<file path="src/rtl/cma_pkg.sv">
package cma_pkg;
  typedef enum logic [1:0] {
    ST_HUNT    = 2'd0,
    ST_CONFIRM = 2'd1,
    ST_LOCKED  = 2'd2
  } lock_st_e;
endpackage

</file>
<file path="src/rtl/cma_resync.sv">
module cma_resync #(
  parameter int STAGES = 2
) (
  input  logic clk,
  input  logic rst_n,
  input  logic d_async,
  output logic q
);
  logic [STAGES-1:0] sh_q;

  always_ff @(posedge clk or negedge rst_n) begin
    if (!rst_n) sh_q <= '0;
    else        sh_q <= {sh_q[STAGES-2:0], d_async};
  end

  assign q = sh_q[STAGES-1];
endmodule

</file>
<file path="src/rtl/cma_misalign.sv">
module cma_misalign #(
  parameter int POS_W   = 4,
  parameter int RUN_LEN = 4
) (
  input  logic             clk,
  input  logic             rst_n,
  input  logic             clr,
  input  logic             comma_v,
  input  logic [POS_W-1:0] comma_pos,
  input  logic [POS_W-1:0] cur_pos,
  output logic             hit
);
  localparam int CW = $clog2(RUN_LEN + 1);

  logic [CW-1:0]    cnt_q, cnt_d;
  logic [POS_W-1:0] cand_q, cand_d;

  always_comb begin
    cnt_d  = cnt_q;
    cand_d = cand_q;
    hit    = 1'b0;
    if (clr) begin
      cnt_d = '0;
    end else if (comma_v) begin
      if (comma_pos == cur_pos) begin
        cnt_d = '0;
      end else if (cnt_q == '0 || comma_pos == cand_q) begin
        cand_d = comma_pos;
        if (cnt_q == CW'(RUN_LEN - 1)) begin
          hit   = 1'b1;
          cnt_d = '0;
        end else begin
          cnt_d = cnt_q + CW'(1);
        end
      end else begin
        cand_d = comma_pos;
        cnt_d  = CW'(1);
      end
    end
  end

  always_ff @(posedge clk or negedge rst_n) begin
    if (!rst_n) begin
      cnt_q  <= '0;
      cand_q <= '0;
    end else begin
      cnt_q  <= cnt_d;
      cand_q <= cand_d;
    end
  end

  assert_run_bound_R4: assert property (@(posedge clk) disable iff (!rst_n)
    cnt_q < CW'(RUN_LEN));
  assert_clr_empties_R5: assert property (@(posedge clk) disable iff (!rst_n)
    clr |=> (cnt_q == '0));
endmodule

</file>
<file path="src/rtl/cma_credit.sv">
module cma_credit #(
  parameter int CREDIT_MAX = 4
) (
  input  logic clk,
  input  logic rst_n,
  input  logic load,
  input  logic step,
  input  logic bad,
  output logic exhaust
);
  localparam int CW = $clog2(CREDIT_MAX + 1);

  logic [CW-1:0] cr_q, cr_d;

  assign exhaust = step & bad & (cr_q == CW'(1));

  always_comb begin
    cr_d = cr_q;
    if (load) begin
      cr_d = CW'(CREDIT_MAX);
    end else if (step) begin
      if (bad) cr_d = (cr_q == '0) ? '0 : cr_q - CW'(1);
      else     cr_d = (cr_q == CW'(CREDIT_MAX)) ? cr_q : cr_q + CW'(1);
    end
  end

  always_ff @(posedge clk or negedge rst_n) begin
    if (!rst_n) cr_q <= CW'(CREDIT_MAX);
    else        cr_q <= cr_d;
  end

  assert_credit_cap_R8: assert property (@(posedge clk) disable iff (!rst_n)
    cr_q <= CW'(CREDIT_MAX));
  assert_load_full_R11: assert property (@(posedge clk) disable iff (!rst_n)
    load |=> (cr_q == CW'(CREDIT_MAX)));
endmodule

</file>
<file path="src/rtl/cma_align_track.sv">
module cma_align_track
  import cma_pkg::*;
#(
  parameter int POS_W       = 4,
  parameter int RUN_LEN     = 4,
  parameter int CREDIT_MAX  = 4,
  parameter int CONFIRM_LEN = 4,
  parameter int SYNC_STAGES = 2
) (
  input  logic             clk,
  input  logic             rst_n,
  input  logic             grp_valid,
  input  logic             grp_is_comma,
  input  logic [POS_W-1:0] grp_comma_pos,
  input  logic             grp_code_err,
  input  logic             cfg_auto_realign,
  input  logic             cfg_err_check,
  input  logic             resync_req_async,
  output logic [POS_W-1:0] align_pos,
  output logic             sync_ok,
  output logic             data_en,
  output logic             realign_pulse
);
  localparam int GW = $clog2(CONFIRM_LEN + 1);

  lock_st_e         st_q, st_d;
  logic [POS_W-1:0] pos_q, pos_d;
  logic [GW-1:0]    good_q, good_d;
  logic             pulse_d;
  logic             cfg_auto_q, cfg_err_q;
  logic             unlocked, eff_auto, eff_err;
  logic             resync_q, locked_grp, lose, hit, realign, confirm_done;
  logic             cr_load, cr_step, ma_clr, ma_comma;

  cma_resync #(.STAGES(SYNC_STAGES)) u_sync (
    .clk(clk), .rst_n(rst_n), .d_async(resync_req_async), .q(resync_q)
  );

  assign unlocked   = (st_q != ST_LOCKED);
  assign eff_auto   = unlocked ? cfg_auto_realign : cfg_auto_q;
  assign eff_err    = unlocked ? cfg_err_check    : cfg_err_q;
  assign locked_grp = (st_q == ST_LOCKED) & grp_valid & ~resync_q;

  assign confirm_done = (st_q == ST_CONFIRM) & grp_valid & ~resync_q
                      & ~(eff_err & grp_code_err)
                      & (good_q == GW'(CONFIRM_LEN - 1));

  assign cr_step  = locked_grp & eff_err;
  assign ma_clr   = unlocked | resync_q | lose;
  assign ma_comma = locked_grp & grp_is_comma;
  assign realign  = hit & eff_auto;
  assign cr_load  = confirm_done | realign;

  cma_credit #(.CREDIT_MAX(CREDIT_MAX)) u_credit (
    .clk(clk), .rst_n(rst_n), .load(cr_load), .step(cr_step),
    .bad(grp_code_err), .exhaust(lose)
  );

  cma_misalign #(.POS_W(POS_W), .RUN_LEN(RUN_LEN)) u_mis (
    .clk(clk), .rst_n(rst_n), .clr(ma_clr), .comma_v(ma_comma),
    .comma_pos(grp_comma_pos), .cur_pos(pos_q), .hit(hit)
  );

  always_comb begin
    st_d    = st_q;
    pos_d   = pos_q;
    good_d  = good_q;
    pulse_d = 1'b0;
    if (resync_q) begin
      st_d   = ST_HUNT;
      good_d = '0;
    end else begin
      unique case (st_q)
        ST_HUNT: begin
          if (grp_valid && grp_is_comma) begin
            pos_d  = grp_comma_pos;
            good_d = '0;
            st_d   = ST_CONFIRM;
          end
        end
        ST_CONFIRM: begin
          if (grp_valid) begin
            if (eff_err && grp_code_err) begin
              st_d = ST_HUNT;
            end else if (confirm_done) begin
              st_d   = ST_LOCKED;
              good_d = '0;
            end else begin
              good_d = good_q + GW'(1);
            end
          end
        end
        ST_LOCKED: begin
          if (lose) begin
            st_d = ST_HUNT;
          end else if (realign) begin
            pos_d   = grp_comma_pos;
            pulse_d = 1'b1;
          end
        end
        default: st_d = ST_HUNT;
      endcase
    end
  end

  always_ff @(posedge clk or negedge rst_n) begin
    if (!rst_n) begin
      st_q          <= ST_HUNT;
      pos_q         <= '0;
      good_q        <= '0;
      realign_pulse <= 1'b0;
    end else begin
      st_q          <= st_d;
      pos_q         <= pos_d;
      good_q        <= good_d;
      realign_pulse <= pulse_d;
    end
  end

  always_ff @(posedge clk or negedge rst_n) begin
    if (!rst_n) begin
      cfg_auto_q <= 1'b0;
      cfg_err_q  <= 1'b0;
    end else if (unlocked) begin
      cfg_auto_q <= cfg_auto_realign;
      cfg_err_q  <= cfg_err_check;
    end
  end

  assign align_pos = pos_q;
  assign sync_ok   = (st_q == ST_LOCKED);
  assign data_en   = grp_valid & sync_ok;

  assert_lock_from_confirm_R2: assert property (@(posedge clk) disable iff (!rst_n)
    $rose(sync_ok) |-> ($past(st_q) == ST_CONFIRM));
  assert_pulse_moves_R4: assert property (@(posedge clk) disable iff (!rst_n)
    realign_pulse |-> (align_pos != $past(align_pos)));
  assert_flow_kept_R13: assert property (@(posedge clk) disable iff (!rst_n)
    realign_pulse |-> (sync_ok && $past(sync_ok)));
  assert_err_loss_R8: assert property (@(posedge clk) disable iff (!rst_n)
    lose |=> !sync_ok);
  assert_resync_drop_R10: assert property (@(posedge clk) disable iff (!rst_n)
    resync_q |=> !sync_ok);
  assert_cfg_hold_R12: assert property (@(posedge clk) disable iff (!rst_n)
    (sync_ok && $past(sync_ok)) |-> ($stable(cfg_auto_q) && $stable(cfg_err_q)));
  assert_no_err_loss_R9: assert property (@(posedge clk) disable iff (!rst_n)
    (sync_ok && !cfg_err_q && !resync_q) |=> sync_ok);
endmodule

</file>
<file path="config.mk">
export PLATFORM = sky130hd
export DESIGN_NAME = cma_align_track
export DESIGN_NICKNAME = d
export VERILOG_FILES = /design/src/rtl/cma_pkg.sv /design/src/rtl/cma_resync.sv /design/src/rtl/cma_misalign.sv /design/src/rtl/cma_credit.sv /design/src/rtl/cma_align_track.sv
export SDC_FILE = /design/constraint.sdc
export NUM_CORES = 1
export LEC_CHECK = 0
export ABC_AREA = 1
export CAP_MARGIN = 20
export CORE_ASPECT_RATIO = 1.75
export CORE_MARGIN = 1.5
export CORE_UTILIZATION = 45
export DETAILED_ROUTE_END_ITERATION = 10
export PLACE_DENSITY = 0.69
export RECOVER_POWER = 50
export SYNTH_ARGS = -nofsm -noshare
export SYNTH_HDL_FRONTEND = slang
export SYNTH_SLANG_ARGS = --single-unit
</file>
<file path="constraint.sdc">
create_clock -name clk -period 1.5 [get_ports clk]
set_input_delay 0.3 -clock clk [delete_from_list [all_inputs] [get_ports clk]]
set_output_delay 0.3 -clock clk [all_outputs]
set_load 0.02 [all_outputs]
</file>
==> metrics.txt <==
power per cell area=1030 nW/um^2; # IOs=19; CTS tree=built; Hold Buf Count CTS=0; FF+latch count, synth=24; prevailing post-synth register cell=dfrtp_1; Avg Vias per Cell=4.69; die width=46.3 microns; final net count=268; Post-Synth Simple-Gate Area=32.1%; DIE HEIGHT=78.8 microns; Peak VDD IR=1030 uV; fin cells=289; DRC errors left=0; diode count=0; MaxCap Viol Count=0; Synth warnings=0; RSZ-0062 raised after global routing=yes; Clock Sinks=24; largest family of logic cells by synthesized area=simple AND/OR/NAND/NOR gates; Syn Area/Cell=7.53 sq um; PnR worst setup slack=0.00882 ns; largest net degree at the start of global routing=25; Slew HR=59.2%; max-slew violations=0; Post-Syn Area=1480 sq um; root buffer cell=clkbuf_8; adder-cell share of the synthesized area=7.63%; placed instance count=275; total wire length=3.21 mm; initial antenna violation count=0; pre-CTS setup slack=-0.389 ns; Post-Synthesis Net Count=217; Async SR Flop Fraction=100%; Leak=1.10 nW; post-synthesis compound-gate area fraction=9.15%; Area contributors post-synth=dfrtp_1, nand2_1, inv_1; PnR Total Power=2.06 mW; clock period minus final worst setup slack=1.49 ns; via count=1355; Arrival @ worst endpoint=1.65 ns; Area growth, synth to finish=35.8%; Final setup viols=0; routed length per instance=11.1 microns; final-report hold violation count=0; Cells after Synth=196; grt total ovfl=0; Tcrit/Tclk final=99.4%; Routed Antenna Nets=0; Bufs on Longest Clock Path=2; count leader, synth=nand2_1; top cells by count, synth=nand2_1, inv_1, dfrtp_1; area share of the largest cell type after synthesis=39.0%; met1 Usage GRT=23.0%; register area share after synthesis=40.8%; Netlist cell types=28; xor-xnor portion of the synthesized cell area=0.593%; Reg clk slew, reported paths=0.08 ns; CP endpoint kind=flip-flop; Layout Utilization=63.8%; CTS buffer count=3; design area=2000 sq um; area leader, netlist=dfrtp_1; outcome=completed; site row count=27; CP max FO=5; Post-synth EDFFs=0; dpl hpwl=2.48 mm; startpoint types=flip-flop; Worst-Skew Late Latency=0.26 ns; Slew @ Worst Pin=0.612 ns; routability cong.=0.871; global routing usage on met2=35.7%; vias in the first global route=1397; Total GRT Usage=20.3%; M3 GR Usage=2.05%; Fmax=671 MHz; GR peak layer=met2; H-tree depth=1; IO buf count=18; post-synthesis mux area share=0%; DP Area=1860 sq um; Die ar.=3650 sq um; skew final=0.00245 ns; 1st-iter DRT viols=17; Pre-Repair DR Iteration Count=4; Hold WC Path Type=reg2reg; first-pass GRT wire length=5.46 mm; CP Data Required Time=1.66 ns; core area=3140 sq um; Initial Utilization=47.0%; share of cells above drive strength 1=28.0%; worst setup path class=reg2reg
-- metal layers --
layer  routed length (microns)  vias to the layer above
li1                          -                      701
met1                      1260                      611
met2                      1750                       31
met3                        71                       12
met4                       122                        0
met5                         0                        -
-- area by class of cell --
class | count | area, sq um
tap | 43 | 53.8
sequential | 24 | 602
clock buffer | 4 | 55.1
inverter | 34 | 128
multi-input combinational | 136 | 786
timing repair buffer | 48 | 380
fill | 299 | 1140
-- cell families (layout without fill, tap and decap cells) --
kind of cell,after synthesis,in the layout
simple gates,102,102
buf+inv,36,86
compound gates,24,24
flops,24,24
fa+ha+maj,9,9
xor+xnor,1,1
-- power by group --
part | internal [mW] | switching [mW] | total (mW) | leakage, nW
Combinational | 0.367 | 0.419 | 0.786 | 0.781
Sequential | 0.750 | 0.0878 | 0.838 | 0.292
Clock | 0.234 | 0.197 | 0.431 | 0.0288
Total | 1.35 | 0.704 | 2.06 | 1.10
-- placed cells by master, fill, tap and decap left out, types with 2 or more instances in the layout --
master | netlist | layout
ha_2 | 0 | 2
o21ai_0 | 3 | 2
clkbuf_2 | 1 | 3
buf_4 | 0 | 29
nor2_2 | 0 | 5
dlygate4sd2_1 | 0 | 10
clkdlybuf4s50_1 | 0 | 4
nor2_1 | 15 | 10
dlygate4sd3_1 | 0 | 2
inv_2 | 3 | 5
nand2_4 | 4 | 5
nand2_2 | 5 | 9
inv_1 | 31 | 29
nand2_1 | 60 | 55
a21oi_1 | 7 | 7
o21ai_1 | 9 | 10
clkbuf_8 | 0 | 4
dfrtp_1 | 23 | 23
nand3_1 | 11 | 10
ha_1 | 9 | 7
-- metrics by stage --
stage	TNS, ns	hold slack (ns)
6_report	0	0.353
2_1_floorplan	0	0.00441
5_1_grt	-1.08	0.382
3_5_place_dp	-5.71	0.335
3_3_place_gp	-5.53	0.334
4_1_cts	-0.0885	0.354
-- path summary, 6_finish.rpt --
| path | from | endpoint | slack (ns) | cells after the start |
|---|---|---|---|---|
| setup / recovery | st_q[0] | align_pos[0] | 0.009 | 13 |
| hold / removal | u_sync.sh_q[0] | u_sync.sh_q[1] | 0.35 | 0 |
| setup reg to reg | st_q[0] | align_pos[0] | 0.009 | 13 |
| hold reg to reg | u_sync.sh_q[0] | u_sync.sh_q[1] | 0.35 | 0 |
| max in group asynchronous | rst_n | align_pos[2] | 0.52 | 2 |
| min in group asynchronous | rst_n | u_sync.sh_q[0] | 0.58 | 2 |
-- worst max-delay path, cell delays in order (launching register included) --
cell     delay, ns
dfrtp_1       0.39
inv_2         0.10
nand2_4       0.07
inv_2         0.06
buf_4         0.10
nand2_2       0.05
nand2_2       0.07
nand2_2       0.07
a21oi_4       0.13
nand2_4       0.08
nand2_4       0.11
nand2_4       0.06
nand2_1       0.05
nand2_1       0.04
-- timing repair --
action                                  in CTS  in global routing
setup buffers                                6                  4
endpoints found under the setup margin      15                 20
pin swaps                                    4                  6
gates resized for setup                     21                 14
-- registers in the layout, summed over array words and instances (netlist names) --
register / cells
align_pos: 4
cfg_auto_q: 1
cfg_err_q: 1
good_q: 3
realign_pulse: 1
st_q: 2
u_credit.cr_q: 3
u_mis.cand_q: 4
u_mis.cnt_q: 3
u_sync.sh_q: 2
(Power assumes the default switching activity.)
